[src/rtl/chunkdec_pkg.sv]
package chunkdec_pkg;
  localparam int unsigned ADDR_W_DEF = 16;
  localparam int unsigned CHUNK_W_DEF = 3;
  localparam logic [7:0] SEL_PORT_DEF = 8'hF4;
  localparam logic [7:0] CHOICE_PORT_DEF = 8'hFF;

  typedef enum logic [1:0] {
    BANK_NONE = 2'd0,
    BANK_HOME = 2'd1,
    BANK_DOCK = 2'd2,
    BANK_XROM = 2'd3
  } bank_e;
endpackage

[src/rtl/chunkdec_portregs.sv]
module chunkdec_portregs #(
  parameter int unsigned DATA_W = 8,
  parameter logic [7:0] SEL_PORT = 8'hF4,
  parameter logic [7:0] CHOICE_PORT = 8'hFF
) (
  input  logic              clk,
  input  logic              rst_n,
  input  logic [7:0]        port_lo,
  input  logic              io_wr,
  input  logic [DATA_W-1:0] io_wdata,
  output logic [DATA_W-1:0] sel_q,
  output logic              choice_q
);
  localparam int unsigned CHOICE_BIT = DATA_W - 1;

  function automatic logic port_match(input logic [7:0] lo, input logic [7:0] port);
    return lo == port;
  endfunction

  logic sel_wr_evt;
  logic choice_wr_evt;
  assign sel_wr_evt    = io_wr && port_match(port_lo, SEL_PORT);
  assign choice_wr_evt = io_wr && port_match(port_lo, CHOICE_PORT);

  always_ff @(posedge clk) begin
    if (!rst_n) begin
      sel_q    <= '0;
      choice_q <= 1'b0;
    end else begin
      if (sel_wr_evt)    sel_q    <= io_wdata;
      if (choice_wr_evt) choice_q <= io_wdata[CHOICE_BIT];
    end
  end

  // a matching write loads the register on the next edge
  p_sel_load_r2: assert property (@(posedge clk) disable iff (!rst_n)
    sel_wr_evt |=> sel_q == $past(io_wdata));
  // without a matching write the register holds
  p_sel_hold_r2: assert property (@(posedge clk) disable iff (!rst_n)
    !sel_wr_evt |=> $stable(sel_q));
  // only the top data bit reaches the choice bit
  p_choice_load_r5: assert property (@(posedge clk) disable iff (!rst_n)
    choice_wr_evt |=> choice_q == $past(io_wdata[CHOICE_BIT]));
  p_choice_hold_r5: assert property (@(posedge clk) disable iff (!rst_n)
    !choice_wr_evt |=> $stable(choice_q));
endmodule

[src/rtl/chunkdec_mapper.sv]
module chunkdec_mapper
  import chunkdec_pkg::*;
#(
  parameter int unsigned ADDR_W = 16,
  parameter int unsigned CHUNK_W = 3
) (
  input  logic                      clk,
  input  logic                      rst_n,
  input  logic [ADDR_W-1:0]         cpu_addr,
  input  logic                      mem_req,
  input  logic                      ext_claim_n,
  input  logic [(1<<CHUNK_W)-1:0]   sel_q,
  input  logic                      choice_q,
  output logic                      en_home,
  output logic                      en_dock,
  output logic                      en_xrom,
  output logic [CHUNK_W-1:0]        chunk_idx,
  output logic [ADDR_W-CHUNK_W-1:0] chunk_offset
);
  localparam int unsigned NUM_CHUNKS = 1 << CHUNK_W;
  localparam int unsigned OFFSET_W = ADDR_W - CHUNK_W;

  function automatic bank_e pick_bank(input logic access, input logic alt, input logic choice);
    if (!access)     return BANK_NONE;
    else if (!alt)   return BANK_HOME;
    else if (choice) return BANK_XROM;
    else             return BANK_DOCK;
  endfunction

  assign chunk_idx    = cpu_addr[ADDR_W-1 -: CHUNK_W];
  assign chunk_offset = cpu_addr[OFFSET_W-1:0];

  logic [NUM_CHUNKS-1:0] chunk_hit;
  logic [NUM_CHUNKS-1:0] chunk_alt;
  for (genvar c = 0; c < NUM_CHUNKS; c++) begin : g_chunk
    assign chunk_hit[c] = (chunk_idx == CHUNK_W'(c));
    assign chunk_alt[c] = chunk_hit[c] & sel_q[c];
  end

  logic  access_ok;
  logic  alt_sel;
  bank_e bank;
  assign access_ok = mem_req & ext_claim_n;
  assign alt_sel   = |chunk_alt;
  assign bank      = pick_bank(access_ok, alt_sel, choice_q);

  assign en_home = (bank == BANK_HOME);
  assign en_dock = (bank == BANK_DOCK);
  assign en_xrom = (bank == BANK_XROM);

  // an external claim silences every internal bank
  p_claim_off_r6: assert property (@(posedge clk) disable iff (!rst_n)
    !ext_claim_n |-> !(en_home || en_dock || en_xrom));
  // no enable without an access
  p_idle_off_r9: assert property (@(posedge clk) disable iff (!rst_n)
    !mem_req |-> !(en_home || en_dock || en_xrom));
  // never two banks at once
  p_single_bank_r4: assert property (@(posedge clk) disable iff (!rst_n)
    $onehot0({en_home, en_dock, en_xrom}));
  // an unclaimed access always finds a bank
  p_answered_r3: assert property (@(posedge clk) disable iff (!rst_n)
    (mem_req && ext_claim_n) |-> (en_home || en_dock || en_xrom));
endmodule

[src/rtl/chunkdec_readback.sv]
module chunkdec_readback #(
  parameter int unsigned DATA_W = 8,
  parameter logic [7:0] SEL_PORT = 8'hF4,
  parameter logic [7:0] CHOICE_PORT = 8'hFF
) (
  input  logic              clk,
  input  logic              rst_n,
  input  logic [7:0]        port_lo,
  input  logic              io_rd,
  input  logic [DATA_W-1:0] sel_q,
  input  logic              choice_q,
  output logic [DATA_W-1:0] io_rdata,
  output logic              io_rd_hit
);
  localparam int unsigned CHOICE_BIT = DATA_W - 1;

  function automatic logic [DATA_W-1:0] place_choice(input logic b);
    logic [DATA_W-1:0] v;
    v = '0;
    v[CHOICE_BIT] = b;
    return v;
  endfunction

  logic rd_sel;
  logic rd_choice;
  assign rd_sel    = io_rd && (port_lo == SEL_PORT);
  assign rd_choice = io_rd && (port_lo == CHOICE_PORT);

  always_comb begin
    io_rdata = '0;
    if (rd_sel)         io_rdata = sel_q;
    else if (rd_choice) io_rdata = place_choice(choice_q);
  end
  assign io_rd_hit = rd_sel | rd_choice;

  // no read strobe, quiet bus
  p_rd_quiet_r8: assert property (@(posedge clk) disable iff (!rst_n)
    !io_rd |-> (io_rdata == '0 && !io_rd_hit));
endmodule

[src/rtl/chunk_bank_decoder.sv]
module chunk_bank_decoder
  import chunkdec_pkg::*;
#(
  parameter int unsigned ADDR_W = ADDR_W_DEF,
  parameter int unsigned CHUNK_W = CHUNK_W_DEF,
  parameter logic [7:0] SEL_PORT = SEL_PORT_DEF,
  parameter logic [7:0] CHOICE_PORT = CHOICE_PORT_DEF,
  localparam int unsigned DATA_W = 1 << CHUNK_W,
  localparam int unsigned OFFSET_W = ADDR_W - CHUNK_W
) (
  input  logic                clk,
  input  logic                rst_n,
  input  logic [ADDR_W-1:0]   cpu_addr,
  input  logic                mem_req,
  input  logic                io_wr,
  input  logic                io_rd,
  input  logic [DATA_W-1:0]   io_wdata,
  input  logic                ext_claim_n,
  output logic [DATA_W-1:0]   io_rdata,
  output logic                io_rd_hit,
  output logic                en_home,
  output logic                en_dock,
  output logic                en_xrom,
  output logic [CHUNK_W-1:0]  chunk_idx,
  output logic [OFFSET_W-1:0] chunk_offset
);
  logic [7:0]        port_lo;
  logic [DATA_W-1:0] sel_q;
  logic              choice_q;

  assign port_lo = cpu_addr[7:0];

  chunkdec_portregs #(
    .DATA_W(DATA_W), .SEL_PORT(SEL_PORT), .CHOICE_PORT(CHOICE_PORT)
  ) u_regs (
    .clk(clk), .rst_n(rst_n), .port_lo(port_lo), .io_wr(io_wr),
    .io_wdata(io_wdata), .sel_q(sel_q), .choice_q(choice_q)
  );

  chunkdec_mapper #(
    .ADDR_W(ADDR_W), .CHUNK_W(CHUNK_W)
  ) u_map (
    .clk(clk), .rst_n(rst_n), .cpu_addr(cpu_addr), .mem_req(mem_req),
    .ext_claim_n(ext_claim_n), .sel_q(sel_q), .choice_q(choice_q),
    .en_home(en_home), .en_dock(en_dock), .en_xrom(en_xrom),
    .chunk_idx(chunk_idx), .chunk_offset(chunk_offset)
  );

  chunkdec_readback #(
    .DATA_W(DATA_W), .SEL_PORT(SEL_PORT), .CHOICE_PORT(CHOICE_PORT)
  ) u_rb (
    .clk(clk), .rst_n(rst_n), .port_lo(port_lo), .io_rd(io_rd),
    .sel_q(sel_q), .choice_q(choice_q), .io_rdata(io_rdata), .io_rd_hit(io_rd_hit)
  );

  // index and offset are a straight split of the address
  p_split_r1: assert property (@(posedge clk) disable iff (!rst_n)
    {chunk_idx, chunk_offset} == cpu_addr);
  // registers are clear in the first cycle after reset
  p_reset_clear_r7: assert property (@(posedge clk)
    !rst_n |=> (sel_q == '0 && !choice_q));
endmodule

[config.mk]
export PLATFORM = sky130hd
export DESIGN_NAME = chunk_bank_decoder
export DESIGN_NICKNAME = d
export VERILOG_FILES = /design/src/rtl/chunkdec_pkg.sv /design/src/rtl/chunkdec_portregs.sv /design/src/rtl/chunkdec_mapper.sv /design/src/rtl/chunkdec_readback.sv /design/src/rtl/chunk_bank_decoder.sv
export SDC_FILE = /design/constraint.sdc
export NUM_CORES = 1
export LEC_CHECK = 0
export BUFFER_PORTS_ARGS = -buffer_cell sky130_fd_sc_hd__buf_2
export CORE_AREA = 5 5 48 58
export DETAILED_ROUTE_END_ITERATION = 8
export DIE_AREA = 0 0 53 63
export PLACE_DENSITY = 0.69
export RECOVER_POWER = 50
export SLEW_MARGIN = 20
export SYNTH_ARGS = -nofsm -noshare
export SYNTH_HDL_FRONTEND = slang
export SYNTH_SLANG_ARGS = --single-unit
[constraint.sdc]
create_clock -name clk -period 1.1 [get_ports clk]
set_input_delay 0.11 -clock clk [delete_from_list [all_inputs] [get_ports clk]]
set_output_delay 0.11 -clock clk [all_outputs]
set_load 0.005 [all_outputs]
==> results.cfg, run 1 <==
[cells_and_area]
final_util = 0.487
areaGrowthSynthToFinish_pct = 54.0
drive_gt1_frac = 0.588
num_antenna_cells = 0
final_cell_mix = buf_2, nand2_1, buf_4
fillers = 207
stdcell_area_um2 = 1080
fin_nets = 167
final_common_cell = buf_2

[timing]
setup_ws_ns = -0.289
slew_headroom = 0.790
maxSlewViolCount = 0
finalSetupViolCount = 10
hold_viol = 0
timing.final.crit_share = 1.26
max_slew.worst_pin.slew_ns = 0.310
max_freq_ghz = 0.720
skew_ns = 0
period_needed_ns = 1.39
rsz0062_at_grt = true

[synthesis]
ys_types = 23
synth_cells = 88
synth_area_um2 = 699
yosysWarnings = 0
synth_area_per_cell_um2 = 7.95
synth_seq_cells = 9
synth_seq_area_share = 0.258
synth_nets = 118

[global_route]
gr-total-overflow = 0
grt_pass1_wl_um = 2900
antenna_found_initial = 0
grt_max_degree = 16
grt_pass1_vias = 719
track_usage = 0.109

[clocking]
clockBufferDepth = 2
clockRootBuffer = clkbuf_4
tritoncts = yes
cts_hold_buf = 0
clkTransAtPathRegs_ns = 0.06
htree_num_levels = 1
cts_sinks = 9
insertion_delay_ns = 0.25
cts_buffers = 3

[critical_path]
crit_type = reg2out
crit_required_ns = 0.99
cp-startpoint = u_regs.sel_q[2]$_SDFFE_PN0P_
critical_path_arrival_ns = 1.28
critical_path.max_fanout = 3
r2r_start = u_regs.sel_q[6]$_SDFFE_PN0P_
cp-end-kind = output pin
critPathLaunchType = flop

[detailed_routing]
wl_per_cell_um = 11.7
route.detailed.drc = 0
drt-pass1-iter-count = 4
antenna_left = 0
drt_iter0_drc = 13
vias_per_cell = 4.51
vias = 753
routed_wl_um = 1960

[die]
die_area_um2 = 3340
fp.dieW_um = 53
start_util = 0.316
die_y_um = 63
core.rowCount = 19
core_um2 = 2210
ios = 58

[flow_run]
cap_violations = 0

[hold_path]
min_path_type = in2reg
worstHoldStart = io_wdata[1]

[pwr]
p_leak_nw = 0.519
peakVddDrop_v = 0.000344
p_per_area_nw_per_um2 = 680

[outcome]
violations = negative setup slack
outcome = finished, violations left

[placed_design]
place_area_um2 = 968
placement.io_buffers = 47
gp_congestion = 0.730
dpl.hpwl_um = 1530
## cells by family (layout without fill, tap and decap cells)
group                  after synthesis  in the layout  share of synthesized area
and+or+nand+nor                     42             42                      0.309
buffers and inverters               18             66                      0.182
muxes                               12             12                      0.175
DFF                                  9              9                      0.258
AOI/OAI and AO/OA                    7              7                     0.0751
## repair_timing
action,in CTS,in global routing
gates resized for setup,11,10
cloned,0,0
endpoints found under the setup margin,12,18
setup buffers,1,0
pin swaps,7,6
## through the flow
step | power [W] | setup TNS [ns] | setup WS [ns] | hold WS [ns] | instances
2_1_floorplan | 0.000427 | -0.294 | -0.0367 | 0.252 | 88
3_3_place_gp | 0.000479 | -2.78 | -0.238 | 0.220 | 162
3_5_place_dp | 0.000482 | -3.16 | -0.291 | 0.220 | 162
4_1_cts | 0.000738 | -1.25 | -0.279 | 0.0974 | 167
5_1_grt | 0.000785 | -1.98 | -0.337 | 0.0879 | 167
6_report | 0.000733 | -1.32 | -0.289 | 0.0991 | 167
## critical path, stage by stage (launching register included)
cell and delay (ns):
dfxtp_1 0.31, mux2_4 0.28, o22ai_4 0.19, o21ba_2 0.15, buf_2 0.11
## sequential cells by signal (all words and copies together) (netlist names)
name,count
u_regs.sel_q,8
u_regs.choice_q,1
## Yosys cell counts (all sizes together)
master  instances  area share
a21oi           2       0.014
a22o            1       0.013
and2            7       0.063
buf            16        0.17
clkbuf          2       0.011
dfxtp           9        0.26
mux2            2       0.032
mux2i          10        0.14
nand2          21        0.11
nand2b          1      0.0090
nand3           2       0.014
nand4           2       0.018
nor2            1      0.0054
nor2b           1      0.0090
nor3            4       0.045
nor4            1      0.0090
o21ba           1       0.014
o22ai           1      0.0090
o311ai          1       0.013
o41ai           1       0.013
or2             1      0.0090
or3             1       0.016
## report_power, final
group | switching, W | total (W) | internal, W
clock | 0.000102 | 0.000241 | 0.000139
combinational | 0.0000805 | 0.000168 | 0.0000873
sequential | 0.000000258 | 0.000324 | 0.000324
total | 0.000183 | 0.000733 | 0.000550
## layout make-up
type	instances	area, um^2	area share
well taps	31	38.8	0.0360
multi-input cells	61	445	0.413
clock buffers	4	26.3	0.0244
flip-flops and latches	9	190	0.177
repair buffers	62	377	0.350
## worst paths after layout
kind,end,depth (start not counted),slack (ns)
hold reg to reg,u_regs.choice_q$_SDFFE_PN0P_,2,0.55
hold / removal,u_regs.sel_q[1]$_SDFFE_PN0P_,3,0.1
setup reg to reg,u_regs.sel_q[6]$_SDFFE_PN0P_,3,0.41
setup / recovery,en_home,4,-0.29
## layer usage
| layer | vias up | track usage | part of all wire |
|---|---|---|---|
| met5 | - | 0 | 0 |
| met4 | 0 | 0.0479 | 0.011 |
| met3 | 2 | 0.00955 | 0.084 |
| met2 | 28 | 0.202 | 0.54 |
| met1 | 338 | 0.118 | 0.36 |
| li1 | 385 | - | - |
Note: power is estimated with default switching activity, not from simulation.
==> run 2, diff against run 1 <==
--- a/config.mk
+++ b/config.mk
@@ -5,11 +5,12 @@
 export SDC_FILE = /design/constraint.sdc
 export NUM_CORES = 1
 export LEC_CHECK = 0
+export ABC_AREA = 1
 export BUFFER_PORTS_ARGS = -buffer_cell sky130_fd_sc_hd__buf_2
-export CORE_AREA = 5 5 48 58
+export CORE_AREA = 5 5 48 59
 export DETAILED_ROUTE_END_ITERATION = 8
-export DIE_AREA = 0 0 53 63
-export PLACE_DENSITY = 0.69
+export DIE_AREA = 0 0 53 64
+export PLACE_DENSITY = 0.7
 export RECOVER_POWER = 50
 export SLEW_MARGIN = 20
 export SYNTH_ARGS = -nofsm -noshare
==> run 2 against run 1 <==
The run still ends with negative setup slack left. First-iteration DRC count shrank 54%. Clock skew is the same. Worst setup slack improved by 0.14 ns. Core utilization is 4.5 points lower. Via count rose by 7.4%. Synthesized cell count up 39%. Register-to-register slack worse by 0.03 ns. Wire length fell by 0.66%. Flip-flop and latch count is the same. Cell count up 13%. Critical path type unchanged.
==> results.cfg, run 2 <==
[synthesis]
synth_nets = 152
yosysMostFrequentCell = nand2_1
yosys.area.top_type_share = 0.243
synthXorXnorAreaFrac = 0
synthMuxAreaShare = 0
synth_top_family_by_area = simple AND/OR/NAND/NOR gates
synth_cells = 122
synth_flop_cell = dfxtp_1
synth_area_per_cell_um2 = 6.07
synth-compound-area-share = 0.0152
synth_adder_area_share = 0
synth_area_um2 = 741
synth_seq_area_share = 0.243
synth_seq_cells = 9
yosysWarnings = 0
synth_largest_area_cell = dfxtp_1
ys_types = 15
async_flop_share = 0
ys_top_cells_by_area = dfxtp_1, nand2_1, buf_4, nor2_1, inv_1
synthTopCellsByCount = nand2_1, nor2_1, buf_4, inv_1, dfxtp_1
synth-simple-area-share = 0.465
synth_edf_count = 0

[pwr]
internal_power_w = 0.000526
p_leak_nw = 0.557
p_per_area_nw_per_um2 = 764
fin_total_pwr_w = 0.000746
peakVddDrop_v = 0.000533
swShare = 0.295
p_comb_frac = 0.198
clock_power_share = 0.364
power_switching_w = 0.000220
power_frac_seq = 0.438

[global_route]
gr-total-overflow = 0
track_usage = 0.111
antenna_found_initial = 0
grt_max_degree = 17
grt_pass1_wl_um = 2890
grt_pass1_vias = 733

[critical_path]
ff2ff_path_depth = 5
slowest_stage = dfxtp_2
critical_path.max_fanout = 3
crit_required_ns = 0.99
cp_top_family = simple AND/OR/NAND/NOR gates
crit_cells = 7
crit_type = reg2out
cp_cell_sequence = inv_2 -> nand2_1 -> nand3_1 -> nand3_2 -> nand2_2 -> nor2_1 -> buf_2
critPathLaunchType = flop
cp-end-kind = output pin
crit_buf_inv = 2
critical_path_arrival_ns = 1.13
slowest_delay_ns = 0.32

[cells_and_area]
num_antenna_cells = 0
regMostFlops = u_regs.sel_q
fin_nets = 189
largest_reg_flops = 8
reg.largest.list = u_regs.sel_q (8), u_regs.choice_q (1)
areaGrowthSynthToFinish_pct = 31.9
final_cell_mix = buf_2, nand2_1, nor2_1
final_common_cell = buf_2
fillers = 246
final_util = 0.442
drive_gt1_frac = 0.532

[timing]
max_freq_ghz = 0.804
hold_viol = 0
max_slew.worst_pin.slew_ns = 0.202
maxSlewViolCount = 0
finalSetupViolCount = 3
skew_ns = 0
setup_ws_ns = -0.144
slew_headroom = 0.865
period_needed_ns = 1.24
timing.final.crit_share = 1.13
rsz0062_at_grt = true

[die]
core_um2 = 2210
die_y_um = 64
core.rowCount = 19
die_area_um2 = 3390
fp.dieW_um = 53
ios = 58
start_util = 0.335

[hold_path]
min_path_cells = 3
min_path_type = in2reg

[clocking]
cts_sinks = 9
cts_buffers = 3
clkTransAtPathRegs_ns = 0.07
cts_hold_buf = 0
tritoncts = yes
insertion_delay_ns = 0.27
clockBufferDepth = 2
htree_num_levels = 1
clockRootBuffer = clkbuf_4

[outcome]
violations = negative setup slack
outcome = finished, violations left

[detailed_routing]
vias = 809
route.detailed.drc = 0
antenna_left = 0
vias_per_cell = 4.28
drt_iter0_drc = 6
wl_per_cell_um = 10.3
drt-pass1-iter-count = 3
routed_wl_um = 1940

[placed_design]
pre_cts_ws_ns = 0.0153
gp_congestion = 0.856
placement.io_buffers = 47
dpl.hpwl_um = 1550

[flow_run]
cap_violations = 0
-- run 2: cell types whose count changed in the layout (fill, tap and decap cells not counted), moves of 4 or more --
| cell | change |
|---|---|
| nor2_1 | +25 |
| buf_4 | -10 |
| mux2i_1 | -10 |
| inv_2 | +9 |
| nand2_2 | +9 |
| and2_1 | -7 |
| inv_1 | +7 |
| nand2_1 | +7 |
| nand3_2 | +5 |
| clkbuf_1 | +4 |
-- run 2: worst paths after layout --
| kind | startpoint | endpoint | slack [ns] |
|---|---|---|---|
| max | u_regs.sel_q[5]$_SDFFE_PN0P_ | en_xrom | -0.14 |
| max reg2reg | u_regs.sel_q[1]$_SDFFE_PN0P_ | u_regs.sel_q[1]$_SDFFE_PN0P_ | 0.38 |
| min | io_wdata[2] | u_regs.sel_q[2]$_SDFFE_PN0P_ | 0.06 |
| min reg2reg | u_regs.sel_q[4]$_SDFFE_PN0P_ | u_regs.sel_q[4]$_SDFFE_PN0P_ | 0.53 |
-- run 2: power groups by stage --
stage	Combinational [W]	Clock [W]	Sequential [W]
floorplan	0.0000980	0	0.000334
global placement	0.000132	0	0.000334
detailed placement	0.000136	0	0.000334
CTS	0.000144	0.000280	0.000326
global route	0.000163	0.000291	0.000326
finish	0.000148	0.000272	0.000326
-- run 2: routing by layer --
metal | track usage | vias up | routed length [um] | share of wire
li1 | - | 423 | - | -
met1 | 0.113 | 349 | 740 | 0.38
met2 | 0.207 | 32 | 1030 | 0.53
met3 | 0.0186 | 5 | 133 | 0.068
met4 | 0.0607 | 0 | 36 | 0.019
met5 | 0 | - | 0 | 0
-- run 2: area by class of cell --
| cell class | instances | area [um^2] | area share |
|---|---|---|---|
| clock buffers | 3 | 22.5 | 0.0230 |
| clock inverters | 1 | 5.00 | 0.00512 |
| inverters | 16 | 60.1 | 0.0615 |
| multi-input cells | 79 | 409 | 0.419 |
| flip-flops and latches | 9 | 190 | 0.195 |
| well taps | 31 | 38.8 | 0.0397 |
| repair buffers | 50 | 251 | 0.257 |
-- run 2: cell families after synthesis --
family	after synthesis
AO/OA/AOI/OAI	2
buffers and inverters	34
flip-flops	9
AND/OR/NAND/NOR	77
-- run 2: stage by stage --
stage	cells	instance area, um^2	hold WS [ns]	TNS, ns
CTS	188	941	0.0535	-0.454
finish	189	977	0.0551	-0.418
detailed placement	182	870	0.220	0
global placement	182	870	0.220	0
floorplan	122	741	0.245	0
global route	189	977	0.0649	-0.990
-- run 2: repair_timing --
| action | 4_1_cts | 5_1_grt |
|---|---|---|
| pin swaps | 6 | 5 |
| gates cloned | 0 | 0 |
| gates resized for setup | 15 | 16 |
| endpoints found under the hold margin | 0 | 0 |
| buffers inserted | 2 | 1 |
| setup endpoints to repair | 3 | 11 |
-- run 2: worst min-delay path, stage by stage --
cell and delay [ns]:
buf_2 0.07, nor2_1 0.03, nor2_1 0.08
==> run 3, diff against run 2 <==
--- a/config.mk
+++ b/config.mk
@@ -10,6 +10,7 @@
 export CORE_AREA = 5 5 48 59
 export DETAILED_ROUTE_END_ITERATION = 8
 export DIE_AREA = 0 0 53 64
+export GPL_ROUTABILITY_DRIVEN = 0
 export PLACE_DENSITY = 0.7
 export RECOVER_POWER = 50
 export SLEW_MARGIN = 20
==> constraint.sdc (replaced) <==
create_clock -name clk -period 1.1 [get_ports clk]
set_input_delay 0.22 -clock clk [delete_from_list [all_inputs] [get_ports clk]]
set_output_delay 0.22 -clock clk [all_outputs]
set_load 0.005 [all_outputs]
==> run 3 against run 2 <==
The run still ends with negative setup slack left. Via count grew 9.0%. Largest cell class unchanged. Sequential power is essentially flat. Worst setup slack lost 0.11 ns. Core utilization grew 5.8 points. Highest routed layer unchanged.
==> results.cfg, run 3 (synthesized netlist as in run 2, its figures left out) <==
[critical_path]
r2r_start = u_regs.sel_q[5]$_SDFFE_PN0P_
critPathLaunchType = flop
cp-end-kind = output pin
crit_required_ns = 0.88
critical_path_arrival_ns = 1.13
critical_path.max_fanout = 2
cp-startpoint = u_regs.sel_q[5]$_SDFFE_PN0P_
crit_type = reg2out

[hold_path]
worstHoldStart = io_wdata[2]
min_path_type = in2reg

[die]
core_um2 = 2210
die_area_um2 = 3390
fp.dieW_um = 53
start_util = 0.335
die_y_um = 64
core.rowCount = 19
ios = 58

[timing]
max_freq_ghz = 0.739
whs_ns = 0.173
hold_viol = 0
slew_headroom = 0.852
maxSlewViolCount = 0
finalSetupViolCount = 12
skew_ns = 0
rsz0062_at_grt = true
timing.final.crit_share = 1.23
period_needed_ns = 1.35
setup_ws_ns = -0.254
tns_ns = -1.61
max_slew.worst_pin.slew_ns = 0.221

[cells_and_area]
final_common_cell = buf_2
final_cell_mix = buf_2, nand2_1, nor2_1
reg.largest.list = u_regs.sel_q (8), u_regs.choice_q (1)
drive_gt1_frac = 0.586
num_antenna_cells = 0
multi_input_area_um2 = 462
fillers = 234
areaGrowthSynthToFinish_pct = 49.2
regMostFlops = u_regs.sel_q
seq_area_um2 = 188
fin_nets = 200
layout.cells.non_filler = 200
largest_reg_flops = 8
stdcell_area_um2 = 1100

[detailed_routing]
wl_per_cell_um = 12.0
antenna_left = 0
vias_per_cell = 4.41
routed_wl_um = 2390
vias = 882
drt-pass1-iter-count = 4
route.detailed.drc = 0
drt_iter0_drc = 13

[global_route]
gr-total-overflow = 0
grt_pass1_wl_um = 3310
antenna_found_initial = 0
grt_max_degree = 17
grt_pass1_vias = 810
track_usage = 0.128

[outcome]
outcome = finished, violations left
violations = negative setup slack

[pwr]
clock_power_share = 0.347
p_per_area_nw_per_um2 = 687
p_comb_frac = 0.222
internal_power_w = 0.000540
peakVddDrop_v = 0.000752
power_switching_w = 0.000218
p_leak_nw = 0.601
power_frac_seq = 0.431
swShare = 0.288

[placed_design]
dpl.hpwl_um = 1610
place_area_um2 = 930
placement.io_buffers = 47
dp_cells = 190

[clocking]
clkTransAtPathRegs_ns = 0.06
insertion_delay_ns = 0.27
clockRootBuffer = clkbuf_4
clockBufferDepth = 2
cts_sinks = 9
cts_buffers = 3
tritoncts = yes
htree_num_levels = 1

[flow_run]
cap_violations = 0
==> run 3: cell count changes in the layout (fill, tap and decap cells not counted), sizes merged <==
cell,change
buf,+10
clkinv,-1
nand3,+2
==> run 3: final cells by class <==
cell class              count  share of cell area
multi-input cells          81               0.418
clock buffers               4              0.0238
well taps                  31              0.0351
inverters                  16              0.0544
repair buffers             59               0.299
flip-flops and latches      9               0.170
==> run 3: critical path: stages, from the launching register on <==
cell and delay, ns:
dfxtp_1 0.30, inv_2 0.06, nand2_1 0.06, nand3_1 0.10, nand3_2 0.08, a21oi_1 0.14
buf_2 0.12
==> run 3: what timing repair did <==
item                                    4_1_cts  5_1_grt
endpoints found under the setup margin       12       20
setup buffers                                 2        2
resized for setup                            24       19
pin swaps                                    11       16
hold buffers                                  0        0
cloned                                        1        1
hold endpoints to repair                      0        0
==> run 3: power by group through the flow <==
stage | Sequential (W) | Combinational (W) | Clock (W)
after global placement | 0.000334 | 0.000137 | 0
after CTS | 0.000327 | 0.000165 | 0.000269
final | 0.000327 | 0.000168 | 0.000264
after global routing | 0.000327 | 0.000184 | 0.000279
after floorplan | 0.000334 | 0.0000980 | 0
after detailed placement | 0.000334 | 0.000141 | 0
==> run 3: worst paths after layout <==
kind	end	slack, ns	cells after the start
max	en_home	-0.25	6
min	u_regs.sel_q[2]$_SDFFE_PN0P_	0.17	3
max reg2reg	u_regs.sel_q[5]$_SDFFE_PN0P_	0.35	5
min reg2reg	u_regs.sel_q[2]$_SDFFE_PN0P_	0.55	4
==> run 3: per-layer routing <==
layer  part of all wire  routed length (um)  track usage
met2               0.52                1250        0.238
met4              0.020                  49       0.0703
met5                  0                   0            0
met3              0.064                 154       0.0186
met1               0.39                 933        0.130
==> run 3: stage by stage <==
step	util	setup WS (ns)	total power, W
2_1_floorplan	-	0.136	0.000432
3_3_place_gp	0.420	-0.110	0.000471
3_5_place_dp	0.420	-0.160	0.000475
4_1_cts	0.482	-0.231	0.000761
5_1_grt	0.500	-0.339	0.000789
6_report	0.500	-0.254	0.000759
